[src/rtl/chio_pkg.sv]
`timescale 1ns/1ps
package chio_pkg;

  typedef enum logic [2:0] {
    OP_CTRL  = 3'd0,
    OP_OUT_A = 3'd1,
    OP_IN_A  = 3'd2,
    OP_OUT_B = 3'd3,
    OP_IN_B  = 3'd4,
    OP_OUT_C = 3'd5,
    OP_IN_C  = 3'd6,
    OP_TEST  = 3'd7
  } chio_op_e;

  typedef enum logic [1:0] {
    CTL_NONE    = 2'd0,
    CTL_START   = 2'd1,
    CTL_CLEAR   = 2'd2,
    CTL_SPECIAL = 2'd3
  } chio_ctl_e;

  typedef enum logic [1:0] {
    TST_BUSY_SET = 2'd0,
    TST_BUSY_CLR = 2'd1,
    TST_DONE_SET = 2'd2,
    TST_DONE_CLR = 2'd3
  } chio_test_e;

  typedef struct packed {
    logic start;
    logic clear;
    logic special;
  } chio_cmd_s;

  localparam int unsigned CHIO_NUM_REGS = 3;

endpackage

[src/rtl/chio_rst_sync.sv]
`timescale 1ns/1ps
module chio_rst_sync #(
  parameter int unsigned STAGES = 2
) (
  input  logic clk,
  input  logic rst_n,
  output logic rst_sync_n
);
  logic [STAGES-1:0] shift_q;
  logic [STAGES-1:0] shift_d;

  always_comb begin
    shift_d = {shift_q[STAGES-2:0], 1'b1};
  end

  always_ff @(posedge clk or negedge rst_n) begin
    if (!rst_n) begin
      shift_q <= '0;
    end else begin
      shift_q <= shift_d;
    end
  end

  assign rst_sync_n = shift_q[STAGES-1];
endmodule

[src/rtl/chio_decode.sv]
`timescale 1ns/1ps
module chio_decode
  import chio_pkg::*;
#(
  parameter int unsigned CHAN_W = 6,
  parameter int unsigned NREGS  = CHIO_NUM_REGS
) (
  input  logic              bus_valid,
  input  logic [CHAN_W-1:0] bus_chan,
  input  logic [CHAN_W-1:0] cfg_chan,
  input  logic [2:0]        bus_op,
  input  logic [1:0]        bus_ctl,
  output logic              hit,
  output logic [NREGS-1:0]  wr_en,
  output logic [NREGS-1:0]  rd_sel,
  output logic              test_en,
  output chio_test_e        test_sel,
  output chio_cmd_s         cmd
);
  logic ctl_allowed;

  always_comb begin
    hit         = bus_valid && (bus_chan == cfg_chan);
    test_en     = hit && (chio_op_e'(bus_op) == OP_TEST);
    ctl_allowed = hit && !test_en;
    test_sel    = chio_test_e'(bus_ctl);
    cmd.start   = ctl_allowed && (chio_ctl_e'(bus_ctl) == CTL_START);
    cmd.clear   = ctl_allowed && (chio_ctl_e'(bus_ctl) == CTL_CLEAR);
    cmd.special = ctl_allowed && (chio_ctl_e'(bus_ctl) == CTL_SPECIAL);
  end

  // Register k: write opcode 2k+1, read opcode 2k+2.
  for (genvar k = 0; k < NREGS; k++) begin : g_sel
    localparam logic [2:0] WR_CODE = 3'(2 * k + 1);
    localparam logic [2:0] RD_CODE = 3'(2 * k + 2);
    always_comb begin
      wr_en[k]  = hit && (bus_op == WR_CODE);
      rd_sel[k] = hit && (bus_op == RD_CODE);
    end
  end
endmodule

[src/rtl/chio_regfile.sv]
`timescale 1ns/1ps
module chio_regfile #(
  parameter int unsigned DATA_W = 16,
  parameter int unsigned NREGS  = 3
) (
  input  logic                    clk,
  input  logic                    rst_n,
  input  logic                    io_reset,
  input  logic [NREGS-1:0]        wr_en,
  input  logic [NREGS-1:0]        rd_sel,
  input  logic [DATA_W-1:0]       wdata,
  output logic [NREGS*DATA_W-1:0] regs_flat,
  output logic [DATA_W-1:0]       rdata
);
  logic [DATA_W-1:0] reg_q [NREGS];

  for (genvar k = 0; k < NREGS; k++) begin : g_reg
    logic              reg_en;
    logic [DATA_W-1:0] reg_d;

    always_comb begin
      reg_en = io_reset || wr_en[k];
      reg_d  = io_reset ? '0 : wdata;
    end

    always_ff @(posedge clk or negedge rst_n) begin
      if (!rst_n) begin
        reg_q[k] <= '0;
      end else if (reg_en) begin
        reg_q[k] <= reg_d;
      end
    end

    assign regs_flat[k*DATA_W +: DATA_W] = reg_q[k];
  end

  always_comb begin
    rdata = '0;
    for (int k = 0; k < NREGS; k++) begin
      rdata = rdata | (reg_q[k] & {DATA_W{rd_sel[k]}});
    end
  end
endmodule

[src/rtl/chio_flags.sv]
`timescale 1ns/1ps
module chio_flags
  import chio_pkg::*;
(
  input  logic       clk,
  input  logic       rst_n,
  input  logic       io_reset,
  input  chio_cmd_s  cmd,
  input  logic       dev_done,
  input  logic       test_en,
  input  chio_test_e test_sel,
  input  logic       int_mask,
  input  logic       int_enable,
  output logic       busy,
  output logic       done,
  output logic       start_pulse,
  output logic       clear_pulse,
  output logic       special_pulse,
  output logic       skip,
  output logic       irq_req
);
  logic      busy_q, busy_d;
  logic      done_q, done_d;
  chio_cmd_s pulse_q, pulse_d;

  always_comb begin
    busy_d  = busy_q;
    done_d  = done_q;
    pulse_d = cmd;
    if (io_reset) begin
      busy_d  = 1'b0;
      done_d  = 1'b0;
      pulse_d = '0;
    end else if (cmd.clear) begin
      busy_d = 1'b0;
      done_d = 1'b0;
    end else if (cmd.start) begin
      busy_d = 1'b1;
      done_d = 1'b0;
    end else if (dev_done && busy_q) begin
      busy_d = 1'b0;
      done_d = 1'b1;
    end
  end

  always_ff @(posedge clk or negedge rst_n) begin
    if (!rst_n) begin
      busy_q  <= 1'b0;
      done_q  <= 1'b0;
      pulse_q <= '0;
    end else begin
      busy_q  <= busy_d;
      done_q  <= done_d;
      pulse_q <= pulse_d;
    end
  end

  always_comb begin
    skip = 1'b0;
    if (test_en) begin
      unique case (test_sel)
        TST_BUSY_SET: skip = busy_q;
        TST_BUSY_CLR: skip = !busy_q;
        TST_DONE_SET: skip = done_q;
        TST_DONE_CLR: skip = !done_q;
        default:      skip = 1'b0;
      endcase
    end
  end

  assign busy          = busy_q;
  assign done          = done_q;
  assign start_pulse   = pulse_q.start;
  assign clear_pulse   = pulse_q.clear;
  assign special_pulse = pulse_q.special;
  assign irq_req       = done_q && !int_mask && int_enable;
endmodule

[src/rtl/chio_dev_if.sv]
`timescale 1ns/1ps
module chio_dev_if
  import chio_pkg::*;
#(
  parameter int unsigned CHAN_W    = 6,
  parameter int unsigned DATA_W    = 16,
  parameter int unsigned RST_STAGE = 2
) (
  input  logic              clk,
  input  logic              rst_n,
  input  logic [CHAN_W-1:0] cfg_chan,
  input  logic              bus_valid,
  input  logic [CHAN_W-1:0] bus_chan,
  input  logic [2:0]        bus_op,
  input  logic [1:0]        bus_ctl,
  input  logic [DATA_W-1:0] bus_wdata,
  output logic [DATA_W-1:0] bus_rdata,
  output logic              bus_skip,
  input  logic              io_reset,
  input  logic              int_mask,
  input  logic              int_enable,
  input  logic              dev_done,
  output logic [DATA_W-1:0] reg_a,
  output logic [DATA_W-1:0] reg_b,
  output logic [DATA_W-1:0] reg_c,
  output logic              busy,
  output logic              done,
  output logic              start_pulse,
  output logic              clear_pulse,
  output logic              special_pulse,
  output logic              irq_req
);
  localparam int unsigned NREGS = CHIO_NUM_REGS;

  logic                    rst_sync_n;
  logic                    hit;
  logic [NREGS-1:0]        wr_en;
  logic [NREGS-1:0]        rd_sel;
  logic                    test_en;
  chio_test_e              test_sel;
  chio_cmd_s               cmd;
  logic [NREGS*DATA_W-1:0] regs_flat;

  chio_rst_sync #(.STAGES(RST_STAGE)) u_rst (
    .clk        (clk),
    .rst_n      (rst_n),
    .rst_sync_n (rst_sync_n)
  );

  chio_decode #(.CHAN_W(CHAN_W), .NREGS(NREGS)) u_dec (
    .bus_valid (bus_valid),
    .bus_chan  (bus_chan),
    .cfg_chan  (cfg_chan),
    .bus_op    (bus_op),
    .bus_ctl   (bus_ctl),
    .hit       (hit),
    .wr_en     (wr_en),
    .rd_sel    (rd_sel),
    .test_en   (test_en),
    .test_sel  (test_sel),
    .cmd       (cmd)
  );

  chio_regfile #(.DATA_W(DATA_W), .NREGS(NREGS)) u_regs (
    .clk       (clk),
    .rst_n     (rst_sync_n),
    .io_reset  (io_reset),
    .wr_en     (wr_en),
    .rd_sel    (rd_sel),
    .wdata     (bus_wdata),
    .regs_flat (regs_flat),
    .rdata     (bus_rdata)
  );

  chio_flags u_flags (
    .clk           (clk),
    .rst_n         (rst_sync_n),
    .io_reset      (io_reset),
    .cmd           (cmd),
    .dev_done      (dev_done),
    .test_en       (test_en),
    .test_sel      (test_sel),
    .int_mask      (int_mask),
    .int_enable    (int_enable),
    .busy          (busy),
    .done          (done),
    .start_pulse   (start_pulse),
    .clear_pulse   (clear_pulse),
    .special_pulse (special_pulse),
    .skip          (bus_skip),
    .irq_req       (irq_req)
  );

  assign reg_a = regs_flat[0*DATA_W +: DATA_W];
  assign reg_b = regs_flat[1*DATA_W +: DATA_W];
  assign reg_c = regs_flat[2*DATA_W +: DATA_W];

  logic unused_hit;
  assign unused_hit = hit;
endmodule

[config.mk]
export PLATFORM = sky130hd
export DESIGN_NAME = chio_dev_if
export DESIGN_NICKNAME = d
export VERILOG_FILES = /design/src/rtl/chio_pkg.sv /design/src/rtl/chio_rst_sync.sv /design/src/rtl/chio_decode.sv /design/src/rtl/chio_regfile.sv /design/src/rtl/chio_flags.sv /design/src/rtl/chio_dev_if.sv
export SDC_FILE = /design/constraint.sdc
export NUM_CORES = 1
export LEC_CHECK = 0
export BUFFER_PORTS_ARGS = -buffer_cell sky130_fd_sc_hd__buf_4
export CAP_MARGIN = 20
export CORE_ASPECT_RATIO = 0.8
export CORE_MARGIN = 10
export CORE_UTILIZATION = 50
export DETAILED_ROUTE_END_ITERATION = 6
export PLACE_DENSITY = 0.81
export SLEW_MARGIN = 10
export SYNTH_ARGS = -nofsm -noshare
export SYNTH_HDL_FRONTEND = slang
export SYNTH_SLANG_ARGS = --single-unit
export TNS_END_PERCENT = 10
[constraint.sdc]
create_clock -name clk -period 2.3 [get_ports clk]
set_input_delay 0.23 -clock clk [delete_from_list [all_inputs] [get_ports clk]]
set_output_delay 0.23 -clock clk [all_outputs]
set_load 0.05 [all_outputs]
# Word-level counts from Yosys, hierarchy flattened
# Cells that the tools add are included.
# totals
register_bits	55
in_bits	40
elab_cells	61
# classes
n_eq_ne	11
n_mux	12
bitwise	5
n_reduce_logical	24
# ops
cell	n
$and A16 B16 Y16	3
$or A16 B16 Y16	2
$mux W16	1
$logic_and A1 B1 Y1	15
$eq A3 B3 Y1 const B	4
$mux W1	9
$eq A3 B2 Y1 const B	2
$eq A6 B6 Y1	1
$eq A2 B2 Y1 const B	2
$logic_not A1 Y1	4
$pmux W1 S4	1
$reduce_bool A4 Y1	1
$eq A3 B1 Y1 const B	1
$logic_or A1 B1 Y1	3
$mux W3	1
$eq A2 B1 Y1 const B	1
$logic_not A2 Y1	1

# Depth between registers and ports, before layout
# Gate-level depths: netlist of the first run.
# depth
word_depth	9
ltp_mapped	7

# By module
# Synthesis of the first run repeated with hierarchy kept, for this count alone.
# hier_totals
cells_unflattened	244
area_unflattened_um2	2665.1
# by_module_without_submodules
module	instances	cells_each	area_each_um2	seq_area_each_um2
chio_regfile	1	190	2188.3	1201.2
chio_decode	1	32	212.7	0.0
chio_flags	1	19	210.2	125.1
chio_rst_sync	1	3	53.8	50.0

# Worst setup path before layout of the first run
# Ideal clock, no wire load.
# synth_path
kind	register -> output
start	reg u_flags.done_q, in the netlist u_flags.done
end	out bus_skip
t_arrival_ps	2402
setup_slack_ps	-332
stages_incl_launch_ff	4
path_buffers	0
cell_sequence	dfrtp_1 > mux2i_1 > xnor2_1 > nor4_1
# synth_between
elab_chain_len	3
# synth_rtl
item	line_no	rtl
start: declaration	chio_flags.sv:23	logic done_q, done_d;
start signal: assignment	chio_flags.sv:53	done_q <= done_d;
$logic_not A1 Y1	chio_flags.sv:65	TST_DONE_CLR: skip = !done_q;
$pmux W1 S4 (*)	chio_flags.sv:61	unique case (test_sel)
$mux W1 (*)	chio_flags.sv:60	if (test_en) begin
end: declaration	chio_dev_if.sv:18	output logic bus_skip,
# Mark *: on every way between the ends. The rest lies on a longest branch, timed or not.

# Final worst setup path of the first run
# layout_path
start	in cfg_chan[5]
end	out bus_rdata[7]
# layout_between
elab_chain_len	6
# layout_rtl
item	line_no	rtl
start: declaration	chio_dev_if.sv:11	input logic [CHAN_W-1:0] cfg_chan,
$eq A6 B6 Y1 (*)	chio_decode.sv:23	hit = bus_valid && (bus_chan == cfg_chan);
$logic_and A1 B1 Y1 (*)	chio_decode.sv:23	
$logic_and A1 B1 Y1	chio_decode.sv:38	rd_sel[k] = hit && (bus_op == RD_CODE);
$and A16 B16 Y16	chio_regfile.sv:40	rdata = rdata | (reg_q[k] & {DATA_W{rd_sel[k]}});
$or A16 B16 Y16	chio_regfile.sv:40	
$or A16 B16 Y16 (*)	chio_regfile.sv:40	
end: declaration	chio_dev_if.sv:17	output logic [DATA_W-1:0] bus_rdata,
# Marked as above.

==> metrics.txt, run 1 <==
Pins Over Slew Limit=0; final hold vios=0; Power Density=roughly 430 mW/mm²; setup violators final=0; CP Class=in -> out; crit path DAT=1.85 ns; Final GP Congestion=0.901; Max Root-Sink Buffers=2; number of global-route vias before repair=2943; largest net degree at the start of global routing=54; antenna cells=0; Synth area leader=dfrtp_1; final core occ=67.6%; hpwl dp=slightly above 7 mm; Post-synth top flop=dfrtp_1; max-cap check violation count=0; Slew headroom=55.0%; worst slack at placement=0.225 ns; top post-synthesis cells by count=dfrtp_1, nand3_1, a21oi_1, o21ai_1, clkbuf_1; first-pass GRT wire length=15.8 mm; syn_nets=367; PortBufs=110; Hold Path Class=in -> reg; yosys warns=0; Multi-input gate area=roughly 0.0015 mm²; Total GRT Usage=20.6%; post-synthesis mux area share=between 6 and 7%; top cells by area, synth=dfrtp_1, nand3_1, a21oi_1; initial antenna violation count=0; total gr overflow=0; RSZ-0062 raised after global routing=false; clock skew=between 0.005 and 0.006 ns; worst vdd ir=0.000345 V; final WL=10.0 mm; die width=107 µm; TNS Setup=0 ns; Adder-Cell Fraction of Synth Area=0%; Sink Count=55; worst slew pin tran=0.675 ns; crit path cell chain=buf_4, xnor2_1, nand3_1, or3_1, nor2_1, buf_4; Routed Antenna Nets=0; Via density=6.04; Iter 0 DRT Violations=332; Layout area overhead=32.0%; clk root buf=clkbuf_8; final worst setup slack=0.221 ns; ys async rst share=100%; number of library cell types mapped by synthesis=31; layout cell share with drive strength beyond 1=36.1%; complex-gate fraction of the synthesized area=approximately a fifth; vias post-DR=3033; CP max stage cell=or3_1; Synth Area in XOR/XNOR=between 3 and 4%; I/O Pins=111; Critical Path RT=2.07 ns; Pleak=around 1.7 nW; post-layout min period=just over 2 ns; clock-pin slew on the worst setup and hold paths=0.09 ns; worst-skew pair later-pin latency=0.31 ns; Synth top area share=about 46%; H-tree Lvls=2; most frequent cell after synthesis=dfrtp_1; Tcrit/Tclk final=around 90%; Die ar.=0.00951 mm²; CTS tree=built; Final nets=460; syn_area_per_cell=9.16 µm²; placed cells=493; R2R setup slack=1.38 ns; TritonRoute pass-1 iters=5; synthesized netlist cell count=327; Layout Cells excl Fill=502; Die Ht=89.2 µm; Yosys reg bits=55; hold depth=2; Largest stage delay, worst path=around 0.64 ns; Critical Path Sink Type=output port; Core Rows=25; register area=0.00138 mm²; post-CTS setup repair buffer count=0; status=finished, final reports clean; Tot Pwr=1.72 mW; post-synthesis sequential area ratio=45.9%; crit-path leading delay family=simple AND/OR/NAND/NOR gates; Setup crit start kind=primary input; Synth Area in Simple Gates=17.2%; wire per inst=20.0 µm; Post-synth EDFFs=0; fmax=roughly 480 MHz; main combinational cell family by area after synthesis=compound AO/OA/AOI/OAI gates; Synth Cell Area=0.00300 mm²; CP max FO=16; initial core utilization=about half; drt drc=0; total core area=slightly below 0.006 mm²; number of CTS-inserted buffers=5; worst r2r path cells=3; critical path depth in cells=6; most frequent CP cell=buf_4; Bufs and invs on worst path=2; Fillers=438
==> flip-flops by register name (all words and copies together) (netlist names) <==
name and count:
u_flags.busy 1, u_rst.shift_q 2, u_flags.clear_pulse 1, u_flags.done 1, u_regs.regs_flat 48, u_flags.special_pulse 1, u_flags.start_pulse 1
==> cells in the final DEF, fill, tap and decap left out, types with 7 or more instances in the layout <==
master   netlist  final
buf_4          0    118
o21ai_0       20     20
a21oi_1       49     49
o21ai_1       28     28
nand3_1       50     50
a22oi_1       16     16
xnor2_1        7      7
mux2_2        16     16
nor2_1        17     17
dfrtp_1       55     54
==> metrics by stage <==
stage | cell area [µm²] | hold WS (ns)
2_1_floorplan | 3000 | -0.0656
5_1_grt | 3960 | 0.132
4_1_cts | 3960 | 0.118
3_5_place_dp | 3860 | 0.0138
6_report | 3960 | 0.129
3_3_place_gp | 3860 | 0.0121
==> path summary, 6_finish.rpt <==
check | end | from
worst max-delay path | bus_rdata[7] | cfg_chan[5]
worst min-delay path | u_flags.clear_pulse | bus_ctl[0]
worst max register to register | u_flags.busy | u_flags.busy
worst min register to register | u_rst.shift_q[1] | u_rst.shift_q[0]
max in group asynchronous | u_regs.regs_flat[46] | u_rst.shift_q[1]
min in group asynchronous | u_rst.shift_q[1] | rst_n
==> power by group <==
group	switching, mW	internal [mW]	leakage [nW]
logic	0.149	0.0809	0.909
registers	0.00122	0.969	0.763
clock network	0.302	0.215	0.0422
total	0.452	1.26	1.71
==> cells by family (layout without fill, tap and decap cells) <==
family / after synthesis / count (layout)
compound gates: 117 / 117
xor+xnor: 11 / 11
buf+inv: 36 / 130
flops: 55 / 55
mux: 17 / 17
other cells: 1 / 1
simple gates: 90 / 90
==> cell type report <==
cell class                 instances  share of cell area [%]
clock buffer                       7                    1.93
clock inverter                     1                   0.127
inverter                           2                   0.190
multi-input combinational        236                    37.2
sequential                        55                    34.8
tap                               81                    2.56
timing repair buffer             120                    23.2
==> layer usage <==
layer	wire length, µm	vias to the layer above	share of wire (%)	track usage [%]
li1	-	1372	-	-
met1	4110	1468	41	26.8
met2	4850	180	48	32.5
met3	920	13	9.2	5.98
met4	138	0	1.4	7.12
met5	0	-	0	0
==> repair_timing <==
| action | CTS | global route |
|---|---|---|
| hold buffers | 1 | 0 |
| endpoints found under the hold margin | 2 | 0 |
| setup endpoints to repair | 0 | 0 |
| gates resized for setup | 0 | 0 |
No activity file was read; power rests on OpenSTA's default activity.
==> inputs of run 2 (changes only) <==
- GPL_TIMING_DRIVEN: unset -> 0
==> metrics.txt, run 2 (same netlist as run 1, synthesis figures left out) <==
initial antenna violation count=0 (unchanged); most frequent cells in the layout=buf_4, dfrtp_1, nand3_1, a21oi_1, o21ai_1; hold depth=2 (unchanged); H-tree Lvls=2 (unchanged); Logic pwr share=13.0% (-0.4 points); Finished Cell Area=0.00411 mm² (+3.8%); Layout area overhead=37.0%; clock skew=0.0122 ns (+0.00690 ns); Critical Path Source=cfg_chan[4]; Critical Path Sink Type=output port; sw power=0.492 mW (+8.8%); number of global-route vias before repair=3227 (+9.7%); placed instance area=0.00394 mm² (+2.1%); Die ar.=0.00951 mm² (unchanged); Pins Over Slew Limit=0 (unchanged); Tcrit/Tclk final=94.6% (+4.2 points); first-pass GRT wire length=17.2 mm (+8.5%); Routed Antenna Nets=0 (unchanged); layout cell share with drive strength beyond 1=36.5% (+0.36 points); largest net degree at the start of global routing=32 (-41%); HP Start=bus_ctl[0]; Critical Path RT=2.07 ns (about the same); final worst setup slack=0.124 ns (-0.0970 ns); Hold WS=0.117 ns (-0.0117 ns); hpwl dp=8.12 mm (+14%); CP max FO=10 (-6); crit path DAT=1.95 ns (+0.10 ns); PortBufs=109 (-0.91%); Largest register FFs=48 (unchanged); worst slew pin tran=0.601 ns (-0.0747 ns); wire per inst=20.8 µm (+4.1%); worst slack at placement=-0.122 ns (-0.347 ns); status=finished, final reports clean; CTS tree=built; placed cells=518 (+5.1%); Sink Count=55 (unchanged); clk root buf=clkbuf_8; Power Density=464 mW/mm² (+6.8%); Clk pwr share=35.6% (+5.5 points); drt drc=0 (unchanged); clock-pin slew on the worst setup and hold paths=0.09 ns (about the same); Setup crit start kind=primary input; Core Rows=25 (unchanged); worst-skew pair later-pin latency=0.32 ns (about the same); Via density=6.03 (-0.25%); worst r2r src=u_flags.busy; share of power burned in registers=51.4% (-5.1 points); Final nets=486 (+5.7%); final hold vios=0 (unchanged); I/O Pins=111 (unchanged); TNS Setup=0 ns (unchanged); initial core utilization=51.2% (unchanged); Total GRT Usage=22.8% (+2.1 points); fmax=460 MHz (-4.5%); most common library cell in the layout ignoring fill and taps=buf_4; Max Root-Sink Buffers=2 (unchanged); Tot Pwr=1.90 mW (+11%); final core occ=70.2% (+2.6 points); post-layout min period=2.18 ns (+0.0970 ns); total gr overflow=0 (unchanged); TritonRoute pass-1 iters=5 (unchanged); setup violators final=0 (unchanged); Final GP Congestion=0.821 (-8.9%); final WL=11.0 mm (+9.5%); Die Ht=89.2 µm (unchanged); number of CTS-inserted buffers=5 (unchanged); antenna cells=0 (unchanged); Pleak=1.79 nW (+4.3%); total core area=0.00585 mm² (unchanged); worst vdd ir=0.000351 V (+1.9%); Layout Cells excl Fill=528 (+5.2%); Hold Path Class=in -> reg; RSZ-0062 raised after global routing=false; CP Class=in -> out; max-cap check violation count=0 (unchanged); worst r2r path cells=3 (unchanged); Iter 0 DRT Violations=314 (-5.4%); vias post-DR=3182 (+4.9%); Slew headroom=60.0% (+5.0 points); switch share=25.8% (-0.49 points); die width=107 µm (unchanged); P_int=1.41 mW (+12%)
## run 2: worst paths after layout
path	endpoint	slack [ns]
setup / recovery	bus_rdata[14]	0.12
hold / removal	u_flags.clear_pulse	0.12
setup reg to reg	u_flags.busy	1.37
hold reg to reg	u_regs.regs_flat[29]	0.26
max in group asynchronous	u_regs.regs_flat[10]	1.49
min in group asynchronous	u_rst.shift_q[1]	0.22
## run 2: power groups by stage
stage | combinational, mW | clock [mW] | sequential [mW]
5_1_grt | 0.264 | 0.716 | 0.980
4_1_cts | 0.238 | 0.668 | 0.978
6_report | 0.247 | 0.678 | 0.978
2_1_floorplan | 0.105 | 0 | 1.01
3_3_place_gp | 0.214 | 0 | 1.01
3_5_place_dp | 0.234 | 0 | 0.998
## run 2: timing repair
item | 4_1_cts | 5_1_grt
gates cloned | 0 | 0
endpoints found under the setup margin | 10 | 10
gates resized for setup | 1 | 8
pin swaps | 1 | 0
hold buffers | 1 | 0
buffers inserted | 1 | 0
endpoints found under the hold margin | 2 | 0
## run 2: worst max-delay path, cell delays in order
cell,delay [ns]
buf_4,0.13
xnor2_2,0.20
nand3_1,0.14
or3_1,0.37
clkbuf_1,0.22
buf_2,0.25
nor2_1,0.18
buf_4,0.23
## run 2: routing by layer
layer | up-vias | part of all wire (%) | track usage (%) | wire length [µm]
li1 | 1424 | - | - | -
met1 | 1522 | 39 | 29.3 | 4330
met2 | 210 | 47 | 36.2 | 5200
met3 | 26 | 11 | 7.56 | 1240
met4 | 0 | 1.8 | 5.77 | 199
met5 | - | 0 | 0 | 0
## run 2: area by class of cell
class / instances / area, µm²
multi-input combinational: 236 / 1490
tap: 81 / 101
inverter: 2 / 7.51
fill: 478 / 1740
clock buffer: 6 / 82.6
sequential: 55 / 1380
clock inverter: 2 / 35.0
timing repair buffer: 112 / 856
buffer: 34 / 151
